===== config.mk =====
export PLATFORM = sky130hd
export DESIGN_NAME = octet_core
export DESIGN_NICKNAME = d
export VERILOG_FILES = /design/src/rtl/octet_pkg.sv /design/src/rtl/octet_regs.sv /design/src/rtl/octet_calc.sv /design/src/rtl/octet_ctrl.sv /design/src/rtl/octet_core.sv
export SDC_FILE = /design/constraint.sdc
export NUM_CORES = 1
export LEC_CHECK = 0
export BUFFER_PORTS_ARGS = -buffer_cell sky130_fd_sc_hd__buf_4
export CORE_ASPECT_RATIO = 0.9
export CORE_MARGIN = 5
export CORE_UTILIZATION = 25
export CTS_CLUSTER_DIAMETER = 120
export DETAILED_ROUTE_END_ITERATION = 10
export PLACE_DENSITY_LB_ADDON = 0.2
export SLEW_MARGIN = 20
export SYNTH_ARGS = -nofsm -noshare
export SYNTH_HDL_FRONTEND = slang
export SYNTH_SLANG_ARGS = --single-unit

===== constraint.sdc =====
create_clock -name clk -period 10 [get_ports clk]
set_clock_uncertainty 0.2 [all_clocks]
set_input_delay 1 -clock clk [delete_from_list [all_inputs] [get_ports clk]]
set_output_delay 1 -clock clk [all_outputs]
set_load 0.02 [all_outputs]

===== src/rtl/octet_pkg.sv =====
package octet_pkg;

  typedef enum logic [2:0] {
    OP_JMP = 3'd0,
    OP_ADD = 3'd1,
    OP_AND = 3'd2,
    OP_MOV = 3'd3,
    OP_LD  = 3'd4,
    OP_ST  = 3'd5,
    OP_IN  = 3'd6,
    OP_OUT = 3'd7
  } opc_e;

  typedef enum logic [2:0] {
    PH_FADDR,
    PH_FREAD,
    PH_FDATA,
    PH_FIR,
    PH_INC,
    PH_IPWR,
    PH_EXEC
  } phase_e;

  typedef enum logic [2:0] {
    CC_IDLE,
    CC_LDADD,
    CC_LDAND,
    CC_ADD,
    CC_AND,
    CC_NOT
  } calc_e;

endpackage


===== src/rtl/octet_regs.sv =====
module octet_regs #(
  parameter int DW   = 8,
  parameter int NREG = 4,
  localparam int RW  = $clog2(NREG)
) (
  input  logic          clk,
  input  logic          rst,
  input  logic [RW-1:0] sel_a,
  input  logic [RW-1:0] sel_b,
  input  logic          wr_en,
  input  logic [RW-1:0] wr_idx,
  input  logic [DW-1:0] wr_val,
  output logic [DW-1:0] rd_a,
  output logic [DW-1:0] rd_b
);

  logic [DW-1:0] rf [NREG];

  for (genvar g = 0; g < NREG; g++) begin : g_reg
    always_ff @(posedge clk) begin
      if (rst) begin
        rf[g] <= '0;
      end else if (wr_en && wr_idx == RW'(g)) begin
        rf[g] <= wr_val;
      end
    end
  end

  assign rd_a = rf[sel_a];
  assign rd_b = rf[sel_b];

endmodule


===== src/rtl/octet_calc.sv =====
module octet_calc
  import octet_pkg::*;
#(
  parameter int DW = 8,
  parameter int IW = 2
) (
  input  logic          clk,
  input  logic          rst,
  input  calc_e         cmd,
  input  logic [DW-1:0] opa,
  input  logic [DW-1:0] opb,
  input  logic [IW-1:0] imm,
  input  logic          use_imm,
  output logic [DW-1:0] sum_q,
  output logic [DW-1:0] and_q,
  output logic [DW-1:0] not_q
);

  logic [DW-1:0] add_in;
  logic [DW-1:0] and_in;
  logic [DW-1:0] imm_q;
  logic [DW-1:0] operand;

  assign operand = use_imm ? imm_q : opb;

  always_ff @(posedge clk) begin
    if (rst) begin
      add_in <= '0;
      and_in <= '0;
      imm_q  <= '0;
      sum_q  <= '0;
      and_q  <= '0;
      not_q  <= '0;
    end else begin
      case (cmd)
        CC_LDADD: begin
          add_in <= opa;
          imm_q  <= DW'(imm);
        end
        CC_LDAND: begin
          and_in <= opa;
          imm_q  <= DW'(imm);
        end
        CC_ADD:  sum_q <= add_in + operand;
        CC_AND:  and_q <= and_in & operand;
        CC_NOT:  not_q <= ~opb;
        default: ;
      endcase
    end
  end

endmodule


===== src/rtl/octet_ctrl.sv =====
module octet_ctrl
  import octet_pkg::*;
#(
  parameter int DW  = 8,
  parameter int AW  = 8,
  localparam int RW = 2
) (
  input  logic          clk,
  input  logic          rst,
  input  logic [DW-1:0] mem_rdata,
  input  logic [DW-1:0] usr_in,
  input  logic [DW-1:0] rd_a,
  input  logic [DW-1:0] rd_b,
  input  logic [DW-1:0] sum_q,
  input  logic [DW-1:0] and_q,
  input  logic [DW-1:0] not_q,
  output logic [RW-1:0] sel_a,
  output logic [RW-1:0] sel_b,
  output logic          wr_en,
  output logic [RW-1:0] wr_idx,
  output logic [DW-1:0] wr_val,
  output calc_e         calc_cmd,
  output logic [RW-1:0] imm,
  output logic          use_imm,
  output logic [AW-1:0] mem_addr,
  output logic          mem_we,
  output logic [DW-1:0] mem_wdata,
  output logic [DW-1:0] usr_out,
  output logic [2:0]    cc,
  output logic [2:0]    op_o
);

  phase_e        ph;
  logic [1:0]    stp;
  logic [7:0]    ir;
  logic [AW-1:0] ip;
  logic [AW-1:0] ipn;
  logic [AW-1:0] mar;
  logic [DW-1:0] mdr;
  logic [2:0]    cc_q;
  logic          we_q;
  logic [DW-1:0] out_q;
  logic          last;
  opc_e          op;
  logic          md;

  function automatic logic [2:0] cc_of(input logic [DW-1:0] v);
    if (v[DW-1])       return 3'b100;
    else if (v == '0)  return 3'b010;
    else               return 3'b001;
  endfunction

  assign op      = opc_e'(ir[7:5]);
  assign md      = ir[2];
  assign sel_a   = ir[4:3];
  assign sel_b   = ir[1:0];
  assign imm     = ir[1:0];
  assign use_imm = md;

  always_comb begin
    wr_en    = 1'b0;
    wr_idx   = sel_a;
    wr_val   = rd_b;
    calc_cmd = CC_IDLE;
    last     = 1'b0;
    if (ph == PH_EXEC) begin
      case (op)
        OP_ADD, OP_AND: begin
          if (stp == 2'd0) begin
            calc_cmd = (op == OP_ADD) ? CC_LDADD : CC_LDAND;
          end else if (stp == 2'd1) begin
            calc_cmd = (op == OP_ADD) ? CC_ADD : CC_AND;
          end else begin
            wr_en  = 1'b1;
            wr_idx = '0;
            wr_val = (op == OP_ADD) ? sum_q : and_q;
            last   = 1'b1;
          end
        end
        OP_MOV: begin
          if (!md) begin
            wr_en = 1'b1;
            last  = 1'b1;
          end else if (stp == 2'd0) begin
            calc_cmd = CC_NOT;
          end else begin
            wr_en  = 1'b1;
            wr_val = not_q;
            last   = 1'b1;
          end
        end
        OP_LD: begin
          if (stp == 2'd3) begin
            wr_en  = 1'b1;
            wr_val = mdr;
            last   = 1'b1;
          end
        end
        OP_ST: last = (stp == 2'd2);
        OP_IN: begin
          wr_en  = 1'b1;
          wr_val = usr_in;
          last   = 1'b1;
        end
        default: last = 1'b1;
      endcase
    end
  end

  always_ff @(posedge clk) begin
    if (rst) begin
      ph    <= PH_FADDR;
      stp   <= '0;
      ir    <= '0;
      ip    <= '0;
      ipn   <= '0;
      mar   <= '0;
      mdr   <= '0;
      cc_q  <= '0;
      we_q  <= 1'b0;
      out_q <= '0;
    end else begin
      case (ph)
        PH_FADDR: begin
          mar <= ip;
          ph  <= PH_FREAD;
        end
        PH_FREAD: ph <= PH_FDATA;
        PH_FDATA: begin
          mdr <= mem_rdata;
          ph  <= PH_FIR;
        end
        PH_FIR: begin
          ir <= mdr[7:0];
          ph <= PH_INC;
        end
        PH_INC: begin
          ipn <= ip + AW'(1);
          ph  <= PH_IPWR;
        end
        PH_IPWR: begin
          ip  <= ipn;
          stp <= '0;
          ph  <= PH_EXEC;
        end
        default: begin
          stp <= stp + 2'd1;
          if (last) ph <= PH_FADDR;
          case (op)
            OP_JMP: if ((ir[2:0] & cc_q) != 3'b000) ip <= AW'(rd_a);
            OP_LD: begin
              if (stp == 2'd0) mar <= AW'(rd_b);
              if (stp == 2'd2) mdr <= mem_rdata;
            end
            OP_ST: begin
              if (stp == 2'd0) mdr <= rd_a;
              if (stp == 2'd1) begin
                mar  <= AW'(rd_b);
                we_q <= 1'b1;
              end
              if (stp == 2'd2) we_q <= 1'b0;
            end
            OP_OUT: out_q <= rd_a;
            default: ;
          endcase
        end
      endcase
      if (wr_en) cc_q <= cc_of(wr_val);
    end
  end

  assign mem_addr  = mar;
  assign mem_we    = we_q;
  assign mem_wdata = mdr;
  assign usr_out   = out_q;
  assign cc        = cc_q;
  assign op_o      = ir[7:5];

endmodule


===== src/rtl/octet_core.sv =====
module octet_core
  import octet_pkg::*;
#(
  parameter int DW   = 8,
  parameter int AW   = 8,
  parameter int NREG = 4,
  localparam int RW  = $clog2(NREG)
) (
  input  logic          clk,
  input  logic          rst,
  output logic [AW-1:0] mem_addr,
  output logic          mem_we,
  output logic [DW-1:0] mem_wdata,
  input  logic [DW-1:0] mem_rdata,
  input  logic [DW-1:0] usr_in,
  output logic [DW-1:0] usr_out
);

  logic [RW-1:0] sel_a, sel_b, wr_idx, imm;
  logic          wr_en, use_imm;
  logic [DW-1:0] wr_val, rd_a, rd_b;
  logic [DW-1:0] sum_q, and_q, not_q;
  calc_e         calc_cmd;
  logic [2:0]    cc_w;
  logic [2:0]    op_w;

  octet_regs #(.DW(DW), .NREG(NREG)) u_regs (
    .clk(clk), .rst(rst),
    .sel_a(sel_a), .sel_b(sel_b),
    .wr_en(wr_en), .wr_idx(wr_idx), .wr_val(wr_val),
    .rd_a(rd_a), .rd_b(rd_b)
  );

  octet_calc #(.DW(DW), .IW(RW)) u_calc (
    .clk(clk), .rst(rst), .cmd(calc_cmd),
    .opa(rd_a), .opb(rd_b), .imm(imm), .use_imm(use_imm),
    .sum_q(sum_q), .and_q(and_q), .not_q(not_q)
  );

  octet_ctrl #(.DW(DW), .AW(AW)) u_ctrl (
    .clk(clk), .rst(rst),
    .mem_rdata(mem_rdata), .usr_in(usr_in),
    .rd_a(rd_a), .rd_b(rd_b),
    .sum_q(sum_q), .and_q(and_q), .not_q(not_q),
    .sel_a(sel_a), .sel_b(sel_b),
    .wr_en(wr_en), .wr_idx(wr_idx), .wr_val(wr_val),
    .calc_cmd(calc_cmd), .imm(imm), .use_imm(use_imm),
    .mem_addr(mem_addr), .mem_we(mem_we), .mem_wdata(mem_wdata),
    .usr_out(usr_out), .cc(cc_w), .op_o(op_w)
  );

endmodule


After elaboration in Yosys (flattened, before gate mapping)
Memory sizes are Yosys's and may differ from the RTL's. A register that Yosys moved wholly into a read port is not among the register bits.
Index checks and enable logic that the tools add are counted.
- flip-flop bits (word level): 99
- RAM bits: 32
- input bits: 18
- output and inout bits: 25
- word-level logic and storage cells: 156
- memories kept: 1
- add/subtract/negate cells: 3
- equal/unequal tests: 28
- muxes and demuxes: 70
- bitwise gates (word level): 11
- reduce and logical (&&, ||, !) cells: 27
- memories (name ; depth ; width ; rd ports ; clocked after Yosys merged registers in ; wr ports ; RTL line ; text):
    u_regs.rf ; 4 ; 8 ; 2 ; 2 ; 4 ; octet_regs.sv:17 ; logic [DW-1:0] rf [NREG];
- operators with widths (operator ; count):
    8-bit two-way mux ; 18
    8-bit case mux with 2 select lines ; 5
    8-bit case mux with 4 select lines ; 1
    3-bit == test (second input constant) ; 9
    3-bit two-way mux ; 8
    1-bit two-way mux ; 23
    2-bit two-way mux ; 10
    3-bit by 2-bit == test with 1-bit output (second input constant) ; 6
    3-bit case mux with 6 select lines ; 1
    5-bit OR reduction ; 3
    3-bit by 1-bit == test with 1-bit output (second input constant) ; 3
    3-bit nonzero test ; 3
    8-bit by 1-bit adder with 8-bit output (second input constant) ; 1
    8-bit adder ; 1
    8-bit AND ; 1
    2-bit == test (second input constant) ; 4
    8-bit zero test ; 1
    8-bit NOT ; 1
    1-bit case mux with 4 select lines ; 2
    4-bit AND reduction ; 2
    7-bit nonzero test ; 1
    3-bit zero test ; 2
    3-bit by 1-bit inequality test with 1-bit output (second input constant) ; 2
    3-bit by 2-bit inequality test with 1-bit output (second input constant) ; 2
    other kinds (14) ; 29

Longest topological paths before layout
- depth in word-level cells: 11
- depth in mapped cells: 13

Cells and area by module
From an unflattened synthesis, not the netlist that was laid out.
- cell total of the unflattened synthesis: 742
- area, all modules: 6984.2 um^2
- modules (own cells, without submodules) (module ; instances ; cells an instance ; area an instance (um^2) ; sequential area each (um^2)):
    octet_ctrl ; 1 ; 416 ; 3399.5 ; 1141.1
    octet_calc ; 1 ; 220 ; 1970.6 ; 840.8
    octet_regs ; 1 ; 106 ; 1614.0 ; 960.9

Worst setup path before layout
OpenSTA, ideal clock, no wires.
- kind: register to register
- start: register with a tool-made name
- end: register u_calc.sum_q[7]
- setup time: 0.086 ns
- data arrival time: 2.865 ns
- path slack: 6.849 ns
- stages on the path, launching flop included: 12
- path through: dfxtp_1 > buf_6 > mux4_2 > mux2_2 > ha_1 > a21o_1 > a21oi_1 > o21ai_0 > a2111oi_0 > nor3_1 > xnor2_1 > a211oi_1
- RTL lines (element ; RTL line ; text):
    end signal: assignment ; octet_calc.sv:44 ; CC_ADD: sum_q <= add_in + operand;
    end: declaration ; octet_calc.sv:14 ; output logic [DW-1:0] sum_q,

Worst setup path after layout
- start: register u_ctrl.ir[5]
- end: register u_calc.imm_q[0]
- longest elaborated chain between the ends: 8
- elaborated cells between the ends (all ways): 13
- classes of those cells: eq/ne: 5; mux: 6; reduce/logical: 2
- RTL lines (element ; RTL line ; text):
    start: declaration ; octet_ctrl.sv:35 ; logic [7:0] ir;
    start signal: assignment ; octet_ctrl.sv:134 ; ir <= mdr[7:0];
    3-bit by 1-bit == test with 1-bit output ; octet_ctrl.sv:67, octet_ctrl.sv:70, octet_ctrl.sv:72 ;
    3-bit two-way mux ; octet_ctrl.sv:72 ; calc_cmd = (op == OP_ADD) ? CC_ADD : CC_AND;
    3-bit two-way mux ; octet_ctrl.sv:71 ; end else if (stp == 2'd1) begin
    3-bit two-way mux ; octet_ctrl.sv:69 ; if (stp == 2'd0) begin
    3-bit case mux with 2 select lines * ; octet_ctrl.sv:67 ; case (op)
    3-bit two-way mux * ; octet_ctrl.sv:66 ; if (ph == PH_EXEC) begin
    3-bit by 1-bit == test with 1-bit output or 3-bit by 2-bit == test with 1-bit output (tied branches) ; octet_calc.sv:35 ; case (cmd)
    2-bit OR reduction (no source line) * ; -- ;
    end signal: assignment ; octet_calc.sv:38 ; imm_q <= DW'(imm);
    end signal: assignment ; octet_calc.sv:42 ; imm_q <= DW'(imm);
    end: declaration ; octet_calc.sv:21 ; logic [DW-1:0] imm_q;
Every way passes the cells marked *; elsewhere a longest branch is shown, timed or not.
A chain may end at the register's enable or synchronous reset.

==> metrics.txt <==
result of the run=completed; area of the core=~27000 sq um; register clock-pin slew on the reported worst setup and hold paths=60 ps; Area growth syn-to-layout=16.7%; Synth warnings=0; die boundary width=roughly 180 microns; total negative slack for setup checks=0 ps; maximum buffer depth of the clock tree=2; capturing element type of the critical path=flip-flop; gp weighted congestion=between 0.8 and 0.9; IO buf count=42; buffer type at the clock tree root=sky130_fd_sc_hd__clkbuf_16; hold violation count in the final report=0; antenna violations before repair=0; Yosys reg bits=around 140; critical path start-end classification=flip-flop to flip-flop; placed wire-length estimate=roughly 15000 microns; Most Frequent Cell on Critical Path=sky130_fd_sc_hd__nor2_1; largest net degree at the start of global routing=86; share of Yosys cell area claimed by the top area cell type=around 30%; top post-synthesis cells by count=141 x sky130_fd_sc_hd__nor2_1, 103 x sky130_fd_sc_hd__dfxtp_1, 70 x sky130_fd_sc_hd__a21oi_1; total I/O pin count=43; CTS buffer count=17; CP required=about 10000 ps; Critical Path Source Type=flip-flop; initial DRC count=~540; Switching Share=24.3%; global-route wire length before repair=32800 microns; sw power=roughly 0.00030 W; critical path data arrival time=around 3800 ps; sum of overflow across all layers after global routing=0; setup fix buffers added after clock tree synthesis=0; Worst VDD drop=0.0000900 V; setup repair after global routing missed its margin=no; maximum single-stage delay on the critical path=approximately 880 ps; area of the multi-input gates=3570 sq um; worst slack after detailed placement=6320 ps; fraction of the yosys area taken by sequential cells=roughly 44%; slowest cell on the critical path=sky130_fd_sc_hd__nor2b_1; Antenna Diode Count=0; Lkg Pwr=approximately 2.8 nW; summed area of non-filler cells in the final layout=around 8000 sq um; most frequently used cell type in the post-synthesis netlist=sky130_fd_sc_hd__nor2_1; number of synthesized flops with an enable pin=32; Max Fclk=between 0.2 and 0.3 GHz; hold path depth=2; Slew Viols, Final=0; final critical path time including I/O delays and setup=approximately 3800 ps; largest area contributor in the netlist=sky130_fd_sc_hd__dfxtp_1; smallest hold slack=around 250 ps; setup slack after layout=6250 ps; Clock power frac=approximately 48%; overall fraction of global-route tracks in use=around 14%; maximum fanout along the worst path=21; kind of path behind the tightest hold check=flip-flop to flip-flop; headroom to the max-slew limit=roughly 28%; dominant synthesized flop cell=sky130_fd_sc_hd__dfxtp_1; slew at the pin closest to its max-slew limit=between 1000 and 1500 ps; Max Cap Violations=0; number of instances in the synthesized netlist=732; Fillers=2850; vias after detailed routing=between 5000 and 6000; R2R Path Start=u_ctrl.ir[5]$_SDFFE_PP0P_; post-route total power=roughly 0.0013 W; average footprint of a synthesized cell=approximately 9.4 sq um; Gate power share=approximately 5.6%; initial standard-cell utilization of the core=~25%; Pint=0.000952 W; share of layout cells above drive strength 1=15.2%; Endpoint, Worst Hold=u_calc.and_q[2]$_SDFFE_PP0N_; Synth async-reset ratio=0%; DRC violation count after routing=0; total area of sequential cells=3020 sq um; vias per inst=~4.7; Syn Nets=763; wire length reported by the detailed router=20700 microns; number of sinks driven by the clock tree=roughly 140; number of buffers inserted by hold repair at cts=0; Routed Antenna Nets=0; number of failing setup endpoints in the final timing report=0; number of global-route vias before repair=~5300; Core Rows=57; capturing point of the worst reg2reg path=u_calc.imm_q[0]$_SDFFE_PP0P_; area of the mapped netlist=6850 sq um; slack of the worst reg-to-reg path=between 6000 and 7000 ps; net count of the finished layout=about 780; number of instances resized during post-cts repair=0; start point of the worst min-delay path=u_calc.and_q[2]$_SDFFE_PP0N_; CTS tree=done; worst skew pair latency=430 ps; synth top area cells=sky130_fd_sc_hd__dfxtp_1 30%, sky130_fd_sc_hd__edfxtp_1 14%, sky130_fd_sc_hd__mux2i_1 7.9%; Die Area=30800 sq um; die height=167 microns; first-pass detailed-route iteration total=5; H-Tree Level Count=4; cell area after placement=approximately 7400 sq um; number of cell instances on the worst register-to-register path=7; power per cell area=157 nW/um^2; wire length per cell=approximately 18 microns; Cell variety after synth=70; critical-path cell list=nor3b_2, nand3b_1, a21oi_1, nor2b_1, nor2_1, mux2i_1, nor2_1; post-route clock period utilization=37.5%; part of the total power dissipated in sequential elements=roughly 46%
## cells by family after synthesis
| family | Yosys count | synth area share, % |
|---|---|---|
| mux | 72 | 13.5 |
| flops | 135 | 44.1 |
| simple gates | 291 | 20.3 |
| xor+xnor | 11 | 1.41 |
| compound gates | 153 | 14.4 |
| fa+ha+maj | 13 | 2.48 |
| buf+inv | 57 | 3.83 |
## worst max-delay path, delay by kind of cell (launching register included)
kind | cells | cell delay [ps]
simple gates | 5 | 2110
compound gates | 1 | 200
mux | 1 | 230
flops | 1 | 860
## cells in the final DEF (no fill, tap or decap), drive strengths merged, types with 4 or more instances in the layout
master,n
nor2,142
buf,47
a21oi,73
nand2b,4
a21o,4
xnor2,6
o21ai,19
nor3,12
xor2,5
a22oi,11
clkinv,9
dfxtp,103
a22o,4
nand3,24
nand3b,9
and3b,6
ha,12
edfxtp,32
nand2,60
mux2i,54
nor2b,15
a211oi,17
inv,13
mux4,16
clkbuf,19
## state kept, by name, summed over array words and instances (netlist names), named ones only
| register | cells |
|---|---|
| u_ctrl.mem_addr | 8 |
| u_calc.sum_q | 8 |
| u_ctrl.ph | 3 |
| u_ctrl.stp | 2 |
| u_ctrl.ir | 8 |
| u_ctrl.ip | 8 |
| u_calc.and_q | 8 |
| u_calc.add_in | 8 |
| u_calc.and_in | 8 |
| u_ctrl.mem_wdata | 8 |
| u_calc.imm_q | 2 |
| u_regs.rf | 32 |
| u_ctrl.cc | 3 |
| u_ctrl.mem_we | 1 |
| u_ctrl.usr_out | 8 |
| u_calc.not_q | 8 |
| u_ctrl.ipn | 8 |
## power by group through the flow
stage	clock (W)	sequential [W]	combinational [W]
global placement	0	0.000591	0.0000715
floorplan	0	0.000586	0.0000455
finish	0.000607	0.000579	0.0000704
global route	0.000644	0.000581	0.0000777
CTS	0.000620	0.000579	0.0000717
detailed placement	0	0.000591	0.0000714
## area by class of cell
type	instances	share of cell area [%]
clock buffer	19	5.80
timing repair buffer	47	4.41
inverter	11	0.516
sequential	135	37.8
multi-input combinational	540	44.7
clock inverter	13	1.27
tap	354	5.54
## stage by stage
step | util (%) | std cells
after global routing | 29.6 | 1119
after detailed placement | 27.5 | 1087
final | 29.6 | 1119
after floorplan | - | 732
after global placement | 27.5 | 1087
after CTS | 29.6 | 1119
## how the worst max path moves through the flow
| stage | startpoint | to | slack [ps] | cells after the start |
|---|---|---|---|---|
| global route | u_ctrl.ir[5]$_SDFFE_PP0P_ | u_calc.imm_q[0]$_SDFFE_PP0P_ | 5900 | 7 |
| CTS | u_ctrl.ir[5]$_SDFFE_PP0P_ | u_calc.imm_q[0]$_SDFFE_PP0P_ | 6260 | 7 |
| global placement | u_ctrl.ir[5]$_SDFFE_PP0P_ | u_calc.imm_q[1]$_SDFFE_PP0P_ | 6370 | 7 |
| floorplan | flip-flop | u_calc.sum_q[7]$_SDFFE_PP0N_ | 6850 | 11 |
| finish | u_ctrl.ir[5]$_SDFFE_PP0P_ | u_calc.imm_q[0]$_SDFFE_PP0P_ | 6250 | 7 |
| detailed placement | u_ctrl.ir[5]$_SDFFE_PP0P_ | u_calc.imm_q[1]$_SDFFE_PP0P_ | 6320 | 7 |
## layer usage
layer  track usage, %  up-vias  share of wire (%)
li1                 -     2653                  -
met1             21.0     2538                 52
met2             20.3      103                 44
met3             2.66       18                3.8
met4             3.47        0                1.1
met5                0        -                  0
Note: power is estimated with default switching activity, not from simulation.
